File: config.mk
export PLATFORM = sky130hd
export DESIGN_NAME = paged_seq
export DESIGN_NICKNAME = d
export VERILOG_FILES = /design/src/rtl/paged_seq_pkg.sv /design/src/rtl/seq_lfsr_step.sv /design/src/rtl/seq_ctrl.sv /design/src/rtl/seq_datapath.sv /design/src/rtl/paged_seq.sv
export SDC_FILE = /design/constraint.sdc
export NUM_CORES = 1
export LEC_CHECK = 0
export BUFFER_PORTS_ARGS = -buffer_cell sky130_fd_sc_hd__buf_4
export CORE_ASPECT_RATIO = 0.9
export CORE_UTILIZATION = 48
export CTS_BUF_LIST = sky130_fd_sc_hd__clkbuf_4 sky130_fd_sc_hd__clkbuf_8
export DETAILED_ROUTE_END_ITERATION = 6
export GPL_TIMING_DRIVEN = 0
export PLACE_DENSITY = 0.77
export SLEW_MARGIN = 5
export SYNTH_ARGS = -nofsm -noshare
export SYNTH_HDL_FRONTEND = slang
export SYNTH_SLANG_ARGS = --single-unit
export TNS_END_PERCENT = 10
File: constraint.sdc
create_clock -name clk -period 0.9 [get_ports clk]
set_input_delay 0.045 -clock clk [delete_from_list [all_inputs] [get_ports clk]]
set_output_delay 0.045 -clock clk [all_outputs]
set_load 0.01 [all_outputs]
File: src/rtl/paged_seq_pkg.sv
package paged_seq_pkg;

  // Per-cycle strobes from the control module to the datapath.
  typedef struct packed {
    logic advance;  // take the sequential successor
    logic jump;     // load target and the buffered page
    logic saveRet;  // jump is a call: save return, swap pages
    logic restore;  // return from subroutine
    logic loadBuf;  // write constant into page buffer
  } seqStrobes_t;

endpackage

File: src/rtl/seq_lfsr_step.sv
// Successor function of the in-page counter. The XNOR shift register
// has an extra term that splices the all-ones state into the cycle, so
// every value of the counter is visited.
module seq_lfsr_step #(
  parameter int          PC_W     = 6,
  parameter logic [PC_W-1:0] TAP_MASK = 6'b110000
) (
  input  logic [PC_W-1:0] cur,
  output logic [PC_W-1:0] nxt
);
  localparam int LOW_W = PC_W - 1;

  logic tapXnor;
  logic lowAllOnes;
  logic feedBit;

  always_comb begin
    tapXnor    = ~(^(cur & TAP_MASK));
    lowAllOnes = &cur[LOW_W-1:0];
    feedBit    = tapXnor ^ lowAllOnes;
    nxt        = {cur[LOW_W-1:0], feedBit};
  end
endmodule

File: src/rtl/seq_ctrl.sv
// Turns the decoded commands and status into one set of strobes for a cycle.
module seq_ctrl
  import paged_seq_pkg::*;
(
  input  logic        cycleStb,
  input  logic        cmdLoadPage,
  input  logic        cmdBranch,
  input  logic        cmdCall,
  input  logic        cmdReturn,
  input  logic        status,
  output seqStrobes_t stb
);
  logic isReturn;
  logic isTaken;

  always_comb begin
    isReturn    = cycleStb & cmdReturn;
    isTaken     = cycleStb & ~cmdReturn & (cmdBranch | cmdCall) & status;
    stb.restore = isReturn;
    stb.jump    = isTaken;
    stb.saveRet = isTaken & cmdCall;
    stb.advance = cycleStb & ~isReturn & ~isTaken;
    stb.loadBuf = cycleStb & ~isReturn & ~isTaken & cmdLoadPage;
  end
endmodule

File: src/rtl/seq_datapath.sv
// Holds the page register, page buffer, in-page counter and return register.
module seq_datapath
  import paged_seq_pkg::*;
#(
  parameter int              PAGE_W     = 4,
  parameter int              PC_W       = 6,
  parameter logic [PC_W-1:0] TAP_MASK   = 6'b110000,
  parameter logic [PAGE_W-1:0] RESET_PAGE = '1
) (
  input  logic              clk,
  input  logic              rstN,
  input  seqStrobes_t       stb,
  input  logic [PC_W-1:0]   target,
  input  logic [PAGE_W-1:0] constIn,
  output logic [PAGE_W-1:0] pageQ,
  output logic [PC_W-1:0]   pcQ
);
  logic [PAGE_W-1:0] pageReg;
  logic [PAGE_W-1:0] pageBuf;
  logic [PC_W-1:0]   pcReg;
  logic [PC_W-1:0]   retReg;
  logic [PC_W-1:0]   pcSucc;

  seq_lfsr_step #(.PC_W(PC_W), .TAP_MASK(TAP_MASK)) u_step (
    .cur(pcReg),
    .nxt(pcSucc)
  );

  always_ff @(posedge clk or negedge rstN) begin
    if (!rstN) begin
      pageReg <= RESET_PAGE;
      pageBuf <= RESET_PAGE;
      pcReg   <= '0;
      retReg  <= '0;
    end else if (stb.restore) begin
      pcReg   <= retReg;
      pageReg <= pageBuf;
    end else if (stb.jump) begin
      pcReg   <= target;
      pageReg <= pageBuf;
      if (stb.saveRet) begin
        retReg  <= pcSucc;
        pageBuf <= pageReg;
      end
    end else if (stb.advance) begin
      pcReg <= pcSucc;
      if (stb.loadBuf) pageBuf <= constIn;
    end
  end

  assign pageQ = pageReg;
  assign pcQ   = pcReg;
endmodule

File: src/rtl/paged_seq.sv
module paged_seq
  import paged_seq_pkg::*;
#(
  parameter int PAGE_W = 4,
  parameter int PC_W   = 6
) (
  input  logic                   clk,
  input  logic                   rstN,
  input  logic                   cycleStb,
  input  logic                   cmdLoadPage,
  input  logic                   cmdBranch,
  input  logic                   cmdCall,
  input  logic                   cmdReturn,
  input  logic                   status,
  input  logic [PC_W-1:0]        target,
  input  logic [PAGE_W-1:0]      constIn,
  output logic [PAGE_W+PC_W-1:0] progAddr
);
  localparam logic [PC_W-1:0]   TAP_MASK   = PC_W'(2'b11) << (PC_W - 2);
  localparam logic [PAGE_W-1:0] RESET_PAGE = '1;

  seqStrobes_t       stb;
  logic [PAGE_W-1:0] pageQ;
  logic [PC_W-1:0]   pcQ;

  seq_ctrl u_ctrl (
    .cycleStb   (cycleStb),
    .cmdLoadPage(cmdLoadPage),
    .cmdBranch  (cmdBranch),
    .cmdCall    (cmdCall),
    .cmdReturn  (cmdReturn),
    .status     (status),
    .stb        (stb)
  );

  seq_datapath #(
    .PAGE_W    (PAGE_W),
    .PC_W      (PC_W),
    .TAP_MASK  (TAP_MASK),
    .RESET_PAGE(RESET_PAGE)
  ) u_dp (
    .clk    (clk),
    .rstN   (rstN),
    .stb    (stb),
    .target (target),
    .constIn(constIn),
    .pageQ  (pageQ),
    .pcQ    (pcQ)
  );

  assign progAddr = {pageQ, pcQ};
endmodule

==> run metrics <==
Syn. warnings=0; final worst slack=-0.113 ns; Longest Clk Path Bufs=2; Reg-to-Reg End=u_dp.pcQ[0]; normalized max-slew margin=70.7%; Final ANT Viol Nets=0; syn_area_per_cell=around 12 um^2; H-tree depth=1; post-DR wirelength/cell=between 10 and 15 um; area of the die=around 2300 um^2; Area Overhead vs Synth=37.3%; Area contributors post-synth=dfrtp_1 29%, dfstp_2 21%, mux2i_1 9.8%, mux2_4 7.4%, mux2_2 4.4%; CTS Root Cell=clkbuf_4; status=finished, violations left; HP Start=target[3]; port bufs=27; Row Count=15; Placed Area=1250 um^2; Final Instance Area=1400 um^2; vias per cell=5.25; TritonCTS clock tree=built; Initial Util=52.2%; hold depth=3; Hold Crit Class=input pin to register; worst slack, placed=-0.149 ns; vias in the first global route=between 700 and 800; sequential share of the synthesized area=between 50 and 60%; syn nets=around 100; core area=approximately 2000 um^2; largest net degree at the start of global routing=21; Fill cells=~150; r2r startpoint=u_dp.pcQ[0]; Reg2Reg Depth=4; layout cells sized above 1=51.6%; IO Count=28; initial antenna violation count=0; number of remaining DRC errors=0; hold endpoint=u_dp.pcQ[3]; Worst EP arrival=roughly 1.2 ns; clock latency on the worst-skew pair=about 0.30 ns; area leader, netlist=dfrtp_1; Syn Std Cell Area=about 1000 um^2; post-synthesis cell count=85; failing checks=setup timing; distinct cell type count after synthesis=26; maximum VDD drop=~1.4 mV; clock buffer count from CTS=3; Worst-path clk slew=~0.11 ns; Die Ht=45.7 um; crit start category=register; reg2reg setup slack=-0.11 ns; CP endpoint kind=register; fin crit share=113%; final core utilization=71.7%; Max FO, Critical Path=5; n_diodes=0; Worst-Margin Slew=0.438 ns; residual overflow from global routing=0; RSZ-0062 raised after global routing=yes; Pleak=between 0.6 and 0.7 nW; Pwr Density=about 2100 nW/um^2; via count=793; Final setup viols=19; Max Cap Viol=0; post-synth top area share=29.5%; FMAX=0.988 GHz; RePlAce Congestion=about 0.76; WS Path Type=register to register; Final Hold Viols=0; Layout Skew=between 0.0006 and 0.0007 ns; GRT Util Overall=about a fifth; Final #Nets=roughly 150; first-pass GRT wire length=3360 um; Sink Count=20; Post-DP HPWL=1470 um; fin. max-slew vios=0; final worst path period need=1.01 ns; final WL=around 2100 um; Hold WS=around 0.010 ns; Synth Register Bits=20; 1st-iter DRT viols=19; Worst Path Required=1.10 ns; 1st-pass router iterations=4; chip width=50.6 um
cells in the mapped netlist:
cell type   n
nand2_4     1
a21boi_0    1
mux2_4      5
o21ai_0     2
buf_2       1
xnor2_1     1
mux2_2      4
o21ai_4     2
nor2_1      1
a31oi_1     1
nand2_1     8
dfrtp_1    12
and3_1      1
nand4_1     1
mux2i_1    10
o21a_4      1
nor3_1      1
nand2b_1    1
and2_4      1
and2_1      1
o21ai_2     1
a21oi_1     6
o21ai_1     8
dfstp_2     8
nor2b_2     1
nor2b_1     5
cells by family after synthesis:
logic type / synth area share, %
xor gates and xnor gates: 0.860
DFF: 50.1
AOI/OAI and AO/OA: 14.7
muxes: 21.6
buffers and inverters: 0.491
and+or+nand+nor: 12.2
metrics by stage:
stage / cells / power (mW) / setup TNS (ns)
floorplan: 85 / 1.86 / -0.119
global placement: 137 / 2.19 / -1.72
detailed placement: 137 / 2.22 / -2.06
CTS: 150 / 2.89 / -1.24
global route: 151 / 3.06 / -2.14
finish: 151 / 2.89 / -1.11
flip-flops by register name (all words and copies together) (netlist names):
register	cells
u_dp.pageQ	4
u_dp.retReg	6
u_dp.pcQ	6
u_dp.pageBuf	4
cell type report:
cell class / count / area [um^2] / share of cell area (%)
Multi-Input combinational cell: 64 / 517 / 36.9
Sequential cell: 20 / 510 / 36.5
Timing Repair Buffer: 37 / 299 / 21.4
Clock buffer: 4 / 36.3 / 2.59
Tap cell: 25 / 31.3 / 2.24
Buffer: 1 / 5.00 / 0.358
worst max-delay path: stages, from the launching register on:
cell	delay, ns
dfrtp_1	0.44
nand4_1	0.14
nand2_2	0.10
mux2i_1	0.18
nand2_1	0.06
repair_timing:
action / CTS / global route
hold buffers: 4 / 0
pin swaps: 1 / 1
endpoints found under the setup margin: 15 / 22
hold endpoints to repair: 23 / 0
gates resized for setup: 5 / 3
setup buffers: 5 / 1
layout by cell type (no fill, tap or decap), types with 2 or more instances in the layout:
| cell type | count |
|---|---|
| mux2_2 | 4 |
| o21ai_4 | 2 |
| buf_6 | 3 |
| buf_4 | 30 |
| mux2i_1 | 10 |
| dlygate4sd3_1 | 4 |
| a21oi_1 | 5 |
| mux2_4 | 5 |
| nor2b_1 | 4 |
| o21ai_1 | 10 |
| clkbuf_4 | 3 |
| dfstp_2 | 8 |
| nand2_1 | 7 |
| dfrtp_1 | 12 |
metal layers:
layer,wire length [um],share of wire [%],global-route usage (%),vias to the layer above
li1,-,-,-,384
met1,984,46,27.9,385
met2,1050,50,33.6,22
met3,75,3.5,7.00,2
met4,9,0.42,5.00,0
met5,0,0,0,-
where the power goes:
part	switching [mW]	total, mW	leakage, nW	internal, mW
registers	0.191	1.40	0.235	1.21
clock network	0.270	0.518	0.0210	0.247
logic	0.364	0.966	0.425	0.602
total	0.825	2.89	0.681	2.06
worst max path at each step:
| stage | startpoint | to | slack (ns) |
|---|---|---|---|
| floorplan | u_dp.pcQ[3] | u_dp.pcQ[0] | -0.08 |
| global placement | cmdCall | u_dp.pageQ[3] | -0.14 |
| detailed placement | cmdCall | u_dp.pageQ[3] | -0.15 |
| CTS | u_dp.pageQ[2] | progAddr[8] | -0.13 |
| global route | u_dp.pcQ[2] | u_dp.pcQ[0] | -0.16 |
| finish | u_dp.pcQ[0] | u_dp.pcQ[0] | -0.11 |
Power figures use the tool's default switching activity.
